$ cat config.mk
export PLATFORM = sky130hd
export DESIGN_NAME = bor_supervisor
export DESIGN_NICKNAME = d
export VERILOG_FILES = /design/src/rtl/bor_pkg.sv /design/src/rtl/bor_enable_ctrl.sv /design/src/rtl/bor_glitch_filter.sv /design/src/rtl/bor_seq_fsm.sv /design/src/rtl/bor_status_regs.sv /design/src/rtl/bor_supervisor.sv
export SDC_FILE = /design/constraint.sdc
export NUM_CORES = 1
export LEC_CHECK = 0
export BUFFER_PORTS_ARGS = -buffer_cell sky130_fd_sc_hd__buf_2
export CAP_MARGIN = 20
export CORE_UTILIZATION = 45
export CTS_BUF_LIST = sky130_fd_sc_hd__clkbuf_8
export DETAILED_ROUTE_END_ITERATION = 8
export HOLD_SLACK_MARGIN = 0.12
export PLACE_DENSITY_LB_ADDON = 0.12
export SLEW_MARGIN = 10
export SYNTH_ARGS = -nofsm -noshare
export SYNTH_HDL_FRONTEND = slang
export SYNTH_SLANG_ARGS = --single-unit
$ cat constraint.sdc
create_clock -name clk -period 1.8 [get_ports clk]
set_clock_uncertainty 0.15 [all_clocks]
set_input_delay 0.18 -clock clk [delete_from_list [all_inputs] [get_ports clk]]
set_output_delay 0.18 -clock clk [all_outputs]
set_load 0.05 [all_outputs]
$ cat src/rtl/bor_pkg.sv
// Shared types of the brown-out reset controller.
// Assumes: nothing beyond IEEE 1800-2017.
package bor_pkg;

    typedef enum logic [1:0] {
        ST_RUN   = 2'd0,
        ST_BROWN = 2'd1,
        ST_DELAY = 2'd2
    } bor_state_e;

    typedef enum logic [1:0] {
        MODE_OFF       = 2'b00,
        MODE_SOFT      = 2'b01,
        MODE_HW_NOSLP  = 2'b10,
        MODE_ALWAYS    = 2'b11
    } bor_mode_e;

endpackage

$ cat src/rtl/bor_enable_ctrl.sv
// Decodes the enable policy and holds the software enable bit.
// Assumes: cfg_mode is static or changes synchronously; the software
// bit is stored only while the software-gated mode is selected.
module bor_enable_ctrl
    import bor_pkg::*;
(
    input  logic       clk,
    input  logic       rst_n,
    input  logic [1:0] cfg_mode,
    input  logic       sleep_i,
    input  logic       sw_wr,
    input  logic       sw_wdata,
    output logic       det_en,
    output logic       sw_en_rd
);

    logic sw_en_q;
    logic soft_mode;

    assign soft_mode = (cfg_mode == MODE_SOFT);

    // Software enable register, writable only in the software-gated mode.
    always_ff @(posedge clk) begin
        if (!rst_n) begin
            sw_en_q <= 1'b0;
        end else if (sw_wr && soft_mode) begin
            sw_en_q <= sw_wdata;
        end
    end

    // Policy decode: which mode lets detection run this cycle.
    always_comb begin
        unique case (cfg_mode)
            MODE_OFF:      det_en = 1'b0;
            MODE_SOFT:     det_en = sw_en_q;
            MODE_HW_NOSLP: det_en = !sleep_i;
            default:       det_en = 1'b1;
        endcase
    end

    assign sw_en_rd = soft_mode && sw_en_q;

endmodule

$ cat src/rtl/bor_glitch_filter.sv
// Counts consecutive cycles of a qualified low-supply flag and signals a
// trip on the GLITCH_CYC-th consecutive edge.
// Assumes: GLITCH_CYC >= 1; clr has priority over counting.
module bor_glitch_filter #(
    parameter int GLITCH_CYC = 4
) (
    input  logic clk,
    input  logic rst_n,
    input  logic clr,
    input  logic vlow,
    input  logic det_en,
    output logic trip
);

    localparam int CW = (GLITCH_CYC > 1) ? $clog2(GLITCH_CYC) : 1;

    logic qual;
    assign qual = vlow && det_en;

    generate
        if (GLITCH_CYC == 1) begin : g_nofilt
            // No filtering: any qualified low flag trips at once.
            assign trip = qual;
        end else begin : g_cnt
            logic [CW-1:0] cnt_q;
            logic          at_lim;

            assign at_lim = (cnt_q == CW'(GLITCH_CYC - 1));
            assign trip   = qual && at_lim;

            // Run-length counter of the qualified flag, saturating at the limit.
            always_ff @(posedge clk) begin
                if (!rst_n || clr || !qual) begin
                    cnt_q <= '0;
                end else if (!at_lim) begin
                    cnt_q <= cnt_q + 1'b1;
                end
            end
        end
    endgenerate

endmodule

$ cat src/rtl/bor_seq_fsm.sv
// Reset sequencer: run, brown-out hold and settling delay.
// Assumes: trip comes from the glitch filter; por has top priority and
// always enters the delay; PWRT_CYC >= 1.
module bor_seq_fsm
    import bor_pkg::*;
#(
    parameter int PWRT_CYC = 16
) (
    input  logic       clk,
    input  logic       rst_n,
    input  logic       por,
    input  logic       trip,
    input  logic       vlow,
    input  logic       det_en,
    input  logic       pwrt_en,
    output bor_state_e state_o,
    output logic       bor_event,
    output logic       chip_rst
);

    localparam int TW = (PWRT_CYC > 1) ? $clog2(PWRT_CYC) : 1;

    bor_state_e    state_q, state_d;
    logic [TW-1:0] tmr_q, tmr_d;
    logic          tmr_done;

    assign tmr_done = (tmr_q == TW'(PWRT_CYC - 1));

    // Next-state and timer logic of the sequencer.
    always_comb begin
        state_d   = state_q;
        tmr_d     = tmr_q;
        bor_event = 1'b0;
        if (por) begin
            state_d = ST_DELAY;
            tmr_d   = '0;
        end else begin
            unique case (state_q)
                ST_RUN: begin
                    if (trip) begin
                        state_d   = ST_BROWN;
                        bor_event = 1'b1;
                    end
                end
                ST_BROWN: begin
                    if (!vlow) begin
                        state_d = pwrt_en ? ST_DELAY : ST_RUN;
                        tmr_d   = '0;
                    end
                end
                ST_DELAY: begin
                    if (vlow && det_en) begin
                        state_d   = ST_BROWN;
                        bor_event = 1'b1;
                        tmr_d     = '0;
                    end else if (tmr_done) begin
                        state_d = ST_RUN;
                    end else begin
                        tmr_d = tmr_q + 1'b1;
                    end
                end
                default: state_d = ST_RUN;
            endcase
        end
    end

    // State and timer registers.
    always_ff @(posedge clk) begin
        if (!rst_n) begin
            state_q <= ST_RUN;
            tmr_q   <= '0;
        end else begin
            state_q <= state_d;
            tmr_q   <= tmr_d;
        end
    end

    assign state_o  = state_q;
    assign chip_rst = (state_q != ST_RUN);

endmodule

$ cat src/rtl/bor_status_regs.sv
// Power-on and brown-out status flags with software write access.
// Assumes: hardware clear events win over a software write in the same cycle.
module bor_status_regs (
    input  logic clk,
    input  logic rst_n,
    input  logic por,
    input  logic bor_event,
    input  logic wr,
    input  logic wd_por,
    input  logic wd_bor,
    output logic por_flag,
    output logic bor_flag
);

    // Power-on flag: cleared by a power-on event, else loaded by software.
    always_ff @(posedge clk) begin
        if (!rst_n || por) begin
            por_flag <= 1'b0;
        end else if (wr) begin
            por_flag <= wd_por;
        end
    end

    // Brown-out flag: cleared by any reset event, else loaded by software.
    always_ff @(posedge clk) begin
        if (!rst_n || por || bor_event) begin
            bor_flag <= 1'b0;
        end else if (wr) begin
            bor_flag <= wd_bor;
        end
    end

endmodule

$ cat src/rtl/bor_supervisor.sv
// Top of the brown-out reset controller: wires the enable decode, the
// glitch filter, the reset sequencer and the status flags.
// Assumes: all inputs are synchronous to clk; the analog comparator and
// power-on detector live outside.
module bor_supervisor
    import bor_pkg::*;
#(
    parameter int GLITCH_CYC = 4,
    parameter int PWRT_CYC   = 16
) (
    input  logic       clk,
    input  logic       rst_n,
    input  logic       por_pulse,
    input  logic       vlow_i,
    input  logic       sleep_i,
    input  logic [1:0] cfg_mode,
    input  logic       pwrt_en,
    input  logic       sw_en_wr,
    input  logic       sw_en_wdata,
    input  logic       stat_wr,
    input  logic       stat_por_wdata,
    input  logic       stat_bor_wdata,
    output logic       sw_en_rd,
    output logic       por_flag,
    output logic       bor_flag,
    output logic       chip_rst
);

    logic       det_en;
    logic       trip;
    logic       bor_event;
    bor_state_e fsm_state;

    bor_enable_ctrl u_en (
        .clk      (clk),
        .rst_n    (rst_n),
        .cfg_mode (cfg_mode),
        .sleep_i  (sleep_i),
        .sw_wr    (sw_en_wr),
        .sw_wdata (sw_en_wdata),
        .det_en   (det_en),
        .sw_en_rd (sw_en_rd)
    );

    bor_glitch_filter #(.GLITCH_CYC(GLITCH_CYC)) u_filt (
        .clk    (clk),
        .rst_n  (rst_n),
        .clr    (por_pulse),
        .vlow   (vlow_i),
        .det_en (det_en),
        .trip   (trip)
    );

    bor_seq_fsm #(.PWRT_CYC(PWRT_CYC)) u_seq (
        .clk       (clk),
        .rst_n     (rst_n),
        .por       (por_pulse),
        .trip      (trip),
        .vlow      (vlow_i),
        .det_en    (det_en),
        .pwrt_en   (pwrt_en),
        .state_o   (fsm_state),
        .bor_event (bor_event),
        .chip_rst  (chip_rst)
    );

    bor_status_regs u_stat (
        .clk       (clk),
        .rst_n     (rst_n),
        .por       (por_pulse),
        .bor_event (bor_event),
        .wr        (stat_wr),
        .wd_por    (stat_por_wdata),
        .wd_bor    (stat_bor_wdata),
        .por_flag  (por_flag),
        .bor_flag  (bor_flag)
    );

endmodule

==> impl_summary.log <==
[metrics] routed wire length: 1340 um
[metrics] total count of max-transition violations in the final report: 0
[metrics] R2R depth: 6
[metrics] library cell used as clock root buffer: sky130_fd_sc_hd__clkbuf_8
[metrics] Post-CTS Setup Bufs: 0
[metrics] number of antenna-violating nets in the routed design: 0
[metrics] maximum level of the CTS H-tree: 1
[metrics] number of buffers added by the clock tree synthesis step: 3
[metrics] number of antenna violations at the first check in global routing: 0
[metrics] grt total ovfl: 0
[metrics] relative area change from synthesis to final layout: 33.0%
[metrics] router iterations before antenna repair: 3
[metrics] Global Route Usage Sum: 20.2%
[metrics] start-to-end type of the worst setup path: flop to flop
[metrics] worst setup slack after layout: between 0.1 and 0.15 ns
[metrics] TritonCTS clock tree: yes
[metrics] number of distinct library cells after synthesis: 26
[metrics] diodes inserted: 0
[metrics] largest fanout of any net on the critical path: 4
[metrics] peak supply drop: 485 uV
[metrics] launching element type of the critical path: flop
[metrics] vias: 590
[metrics] Mapped Nets: 92
[metrics] count of cells along the worst hold path: 3
[metrics] flip-flop and latch count after synthesis: 11
[metrics] standby leakage power: 0.427 nW
[metrics] clock-pin slew on the worst setup and hold paths: ~0.05 ns
[metrics] total negative slack: 0 ns
[metrics] relative slew slack: 82.9%
[metrics] final weighted congestion in routability-driven placement: 0.929
[metrics] Sequential cell area: 220 sq um
[metrics] maximum clock frequency: ~600 MHz
[metrics] via count of the first global-routing pass: 517
[metrics] run status: completed
[metrics] Clock Tree Buf Depth: 2
[metrics] horizontal die dimension: roughly 40 um
[metrics] total of warnings raised by yosys: 0
[metrics] cell area after synthesis: 652 sq um
[metrics] # clock sinks: 11
[metrics] Filler cells: approximately 110
[metrics] min cycle time layout: 1.66 ns
[metrics] clock latency of the later-clocked register in the worst-skew pair: 0.24 ns
[metrics] top-level port count: 17
[metrics] Finish-stage setup viols: 0
[metrics] starting DRC count in detailed routing: 11
[metrics] via/cell ratio: 5.13
[metrics] post-route clock period utilization: 92.4%
[metrics] number of hold violations in the final report: 0
[metrics] quantity of I/O buffers inserted on ports: 16
[metrics] post-placement setup slack: approximately 0.16 ns
[metrics] overall die area: 1600 sq um
[metrics] routed length per instance: approximately 12 um
[metrics] maximum number of pins on one net before global-route repair: 7
[metrics] Syn Inst Count: 73
[metrics] Resized cells post-CTS: 0
[metrics] combined area of the multi-input logic cells: just over 400 sq um
[metrics] count of unresolved DRC violations after routing: 0
[metrics] # Max-Cap Violations: 0
[metrics] data required time of the critical path: roughly 1.8 ns
[metrics] placeable core region: around 1300 sq um
[metrics] unrepaired setup endpoints after global routing: no
[metrics] global-route wire length before repair: between 2000 and 2500 um
[metrics] classification of the worst-slack hold path: input port to flop
[metrics] height of the die: ~40 um
[metrics] final-stage net count: 120
[metrics] arrival time worst endpoint: approximately 1.7 ns
[metrics] number of rows created at floorplan: 13
[metrics] share of cells above drive strength 1: 28.0%
[metrics] worst slew pin tran: approximately 0.26 ns
[metrics] HPWL reported at the end of detailed placement: 1010 um
[metrics] power per standard cell area: approximately 700 nW/um^2
[metrics] starting utilization of the core area: 49.5%
[metrics] sequential-to-total area share from yosys stat: 33.8%
[metrics] average cell area after synthesis: 8.93 sq um
[metrics] crit path capture type: flop
## sequential cells by signal, summed over array words and instances, names as in the netlist
signal / flops
u_filt.g_cnt.cnt_q: 2
u_stat.bor_flag: 1
u_seq.tmr_q: 4
u_seq.state_o: 2
u_en.sw_en_q: 1
u_stat.por_flag: 1
## per-layer routing
layer | wire length [um] | up-vias | GRT usage (%) | part of all wire, %
li1 | - | 312 | - | -
met3 | 68 | 4 | 8.89 | 5.1
met1 | 624 | 261 | 21.4 | 47
met4 | 40 | 0 | 7.76 | 3.0
met5 | 0 | - | 0 | 0
met2 | 605 | 13 | 34.7 | 45
## critical path, stage by stage, from the launching register on
cell and delay [ns]:
sky130_fd_sc_hd__dfxtp_1 0.38, sky130_fd_sc_hd__inv_1 0.08, sky130_fd_sc_hd__ha_1 0.27, sky130_fd_sc_hd__clkinvlp_4 0.11
sky130_fd_sc_hd__a2bb2oi_1 0.18, sky130_fd_sc_hd__o211ai_2 0.13, sky130_fd_sc_hd__o41ai_2 0.27
## cell families after synthesis
logic type	count (synthesis)	share of synthesized area, %
AOI/OAI and AO/OA	16	20.3
and+or+nand+nor	26	19.2
adders and majority gates	6	11.5
DFF	11	33.8
xor gates and xnor gates	3	4.03
muxes	5	7.68
buffers and inverters	6	3.45
## what timing repair did
action / in CTS / in global routing
endpoints found under the hold margin: 4 / 0
hold buffers: 6 / 0
endpoints found under the setup margin: 0 / 0
## layout make-up
cell class                 instances  share of cell area (%)
clock buffer                       3                    4.76
clock inverter                     1                   0.433
inverter                           6                    3.03
multi-input combinational         56                    47.2
sequential                        11                    25.4
tap                               15                    2.16
timing repair buffer              23                    17.0
## path summary, 6_finish.rpt
| path | endpoint | from | slack [ns] |
|---|---|---|---|
| setup / recovery | u_seq.state_o[0]$_SDFFE_PP0P_ | u_seq.state_o[0]$_SDFFE_PP0P_ | 0.14 |
| hold / removal | u_stat.bor_flag$_SDFFE_PP0P_ | stat_bor_wdata | 0.14 |
| setup reg to reg | u_seq.state_o[0]$_SDFFE_PP0P_ | u_seq.state_o[0]$_SDFFE_PP0P_ | 0.14 |
| hold reg to reg | u_filt.g_cnt.cnt_q[1]$_SDFFE_PP0P_ | u_filt.g_cnt.cnt_q[1]$_SDFFE_PP0P_ | 0.36 |
## power by group
part	switching (mW)	leakage [nW]	internal (mW)
Combinational	0.0639	0.310	0.0500
Clock	0.0908	0.0269	0.150
Sequential	0.00528	0.0894	0.251
## synth_stat cells (all sizes together)
cell type	n	area [sq um]
o211ai	3	32.5
nor2	10	37.5
a2bb2oi	1	8.76
a21oi	3	15.0
o41ai	1	16.3
a31oi	1	6.26
xor2	3	26.3
and3b	1	8.76
o21ai	3	22.5
a21o	1	7.51
ha	6	75.1
nor2b	1	8.76
nand2	7	28.8
inv	6	22.5
a211oi	1	7.51
mux2i	5	50.1
nand3	4	20.0
and4	1	8.76
dfxtp	11	220
nor3	1	5.00
nand3b	1	7.51
a211o	1	8.76
a21boi	1	7.51
## cell usage in the layout, fill, tap and decap left out
| cell | count |
|---|---|
| sky130_fd_sc_hd__o211ai_1 | 1 |
| sky130_fd_sc_hd__a21boi_1 | 1 |
| sky130_fd_sc_hd__a211oi_1 | 1 |
| sky130_fd_sc_hd__inv_1 | 6 |
| sky130_fd_sc_hd__buf_2 | 16 |
| sky130_fd_sc_hd__nor2_1 | 10 |
| sky130_fd_sc_hd__o21ai_2 | 2 |
| sky130_fd_sc_hd__nor3_1 | 1 |
| sky130_fd_sc_hd__dlygate4sd3_1 | 6 |
| sky130_fd_sc_hd__clkbuf_8 | 3 |
| sky130_fd_sc_hd__nand2_2 | 1 |
| sky130_fd_sc_hd__mux2i_1 | 5 |
| sky130_fd_sc_hd__nand3b_1 | 1 |
| sky130_fd_sc_hd__nand2_1 | 6 |
| sky130_fd_sc_hd__clkinvlp_4 | 1 |
| sky130_fd_sc_hd__buf_4 | 1 |
| sky130_fd_sc_hd__a31oi_1 | 1 |
| sky130_fd_sc_hd__and4_1 | 1 |
| sky130_fd_sc_hd__nor2b_2 | 1 |
| sky130_fd_sc_hd__dfxtp_1 | 11 |
| sky130_fd_sc_hd__a21oi_1 | 3 |
| sky130_fd_sc_hd__o21ai_1 | 1 |
| sky130_fd_sc_hd__a211o_1 | 1 |
| sky130_fd_sc_hd__a2bb2oi_1 | 1 |
| sky130_fd_sc_hd__a21o_1 | 1 |
| sky130_fd_sc_hd__xor2_1 | 3 |
| sky130_fd_sc_hd__o41ai_2 | 1 |
| sky130_fd_sc_hd__nand3_1 | 4 |
| sky130_fd_sc_hd__o211ai_2 | 2 |
| sky130_fd_sc_hd__and3b_1 | 1 |
| sky130_fd_sc_hd__ha_1 | 6 |
## metrics by stage
| step | hold slack [ns] | util (%) | area (sq um) | instances | total power, mW |
|---|---|---|---|---|---|
| 2_1_floorplan | 0.174 | - | 656 | 73 | 0.330 |
| 3_3_place_gp | 0.269 | 57.8 | 762 | 105 | 0.363 |
| 3_5_place_dp | 0.275 | 57.8 | 762 | 105 | 0.365 |
| 4_1_cts | 0.155 | 65.8 | 867 | 115 | 0.620 |
| 5_1_grt | 0.188 | 65.8 | 867 | 115 | 0.641 |
| 6_report | 0.141 | 65.8 | 867 | 115 | 0.610 |
Power figures use the tool's default switching activity.
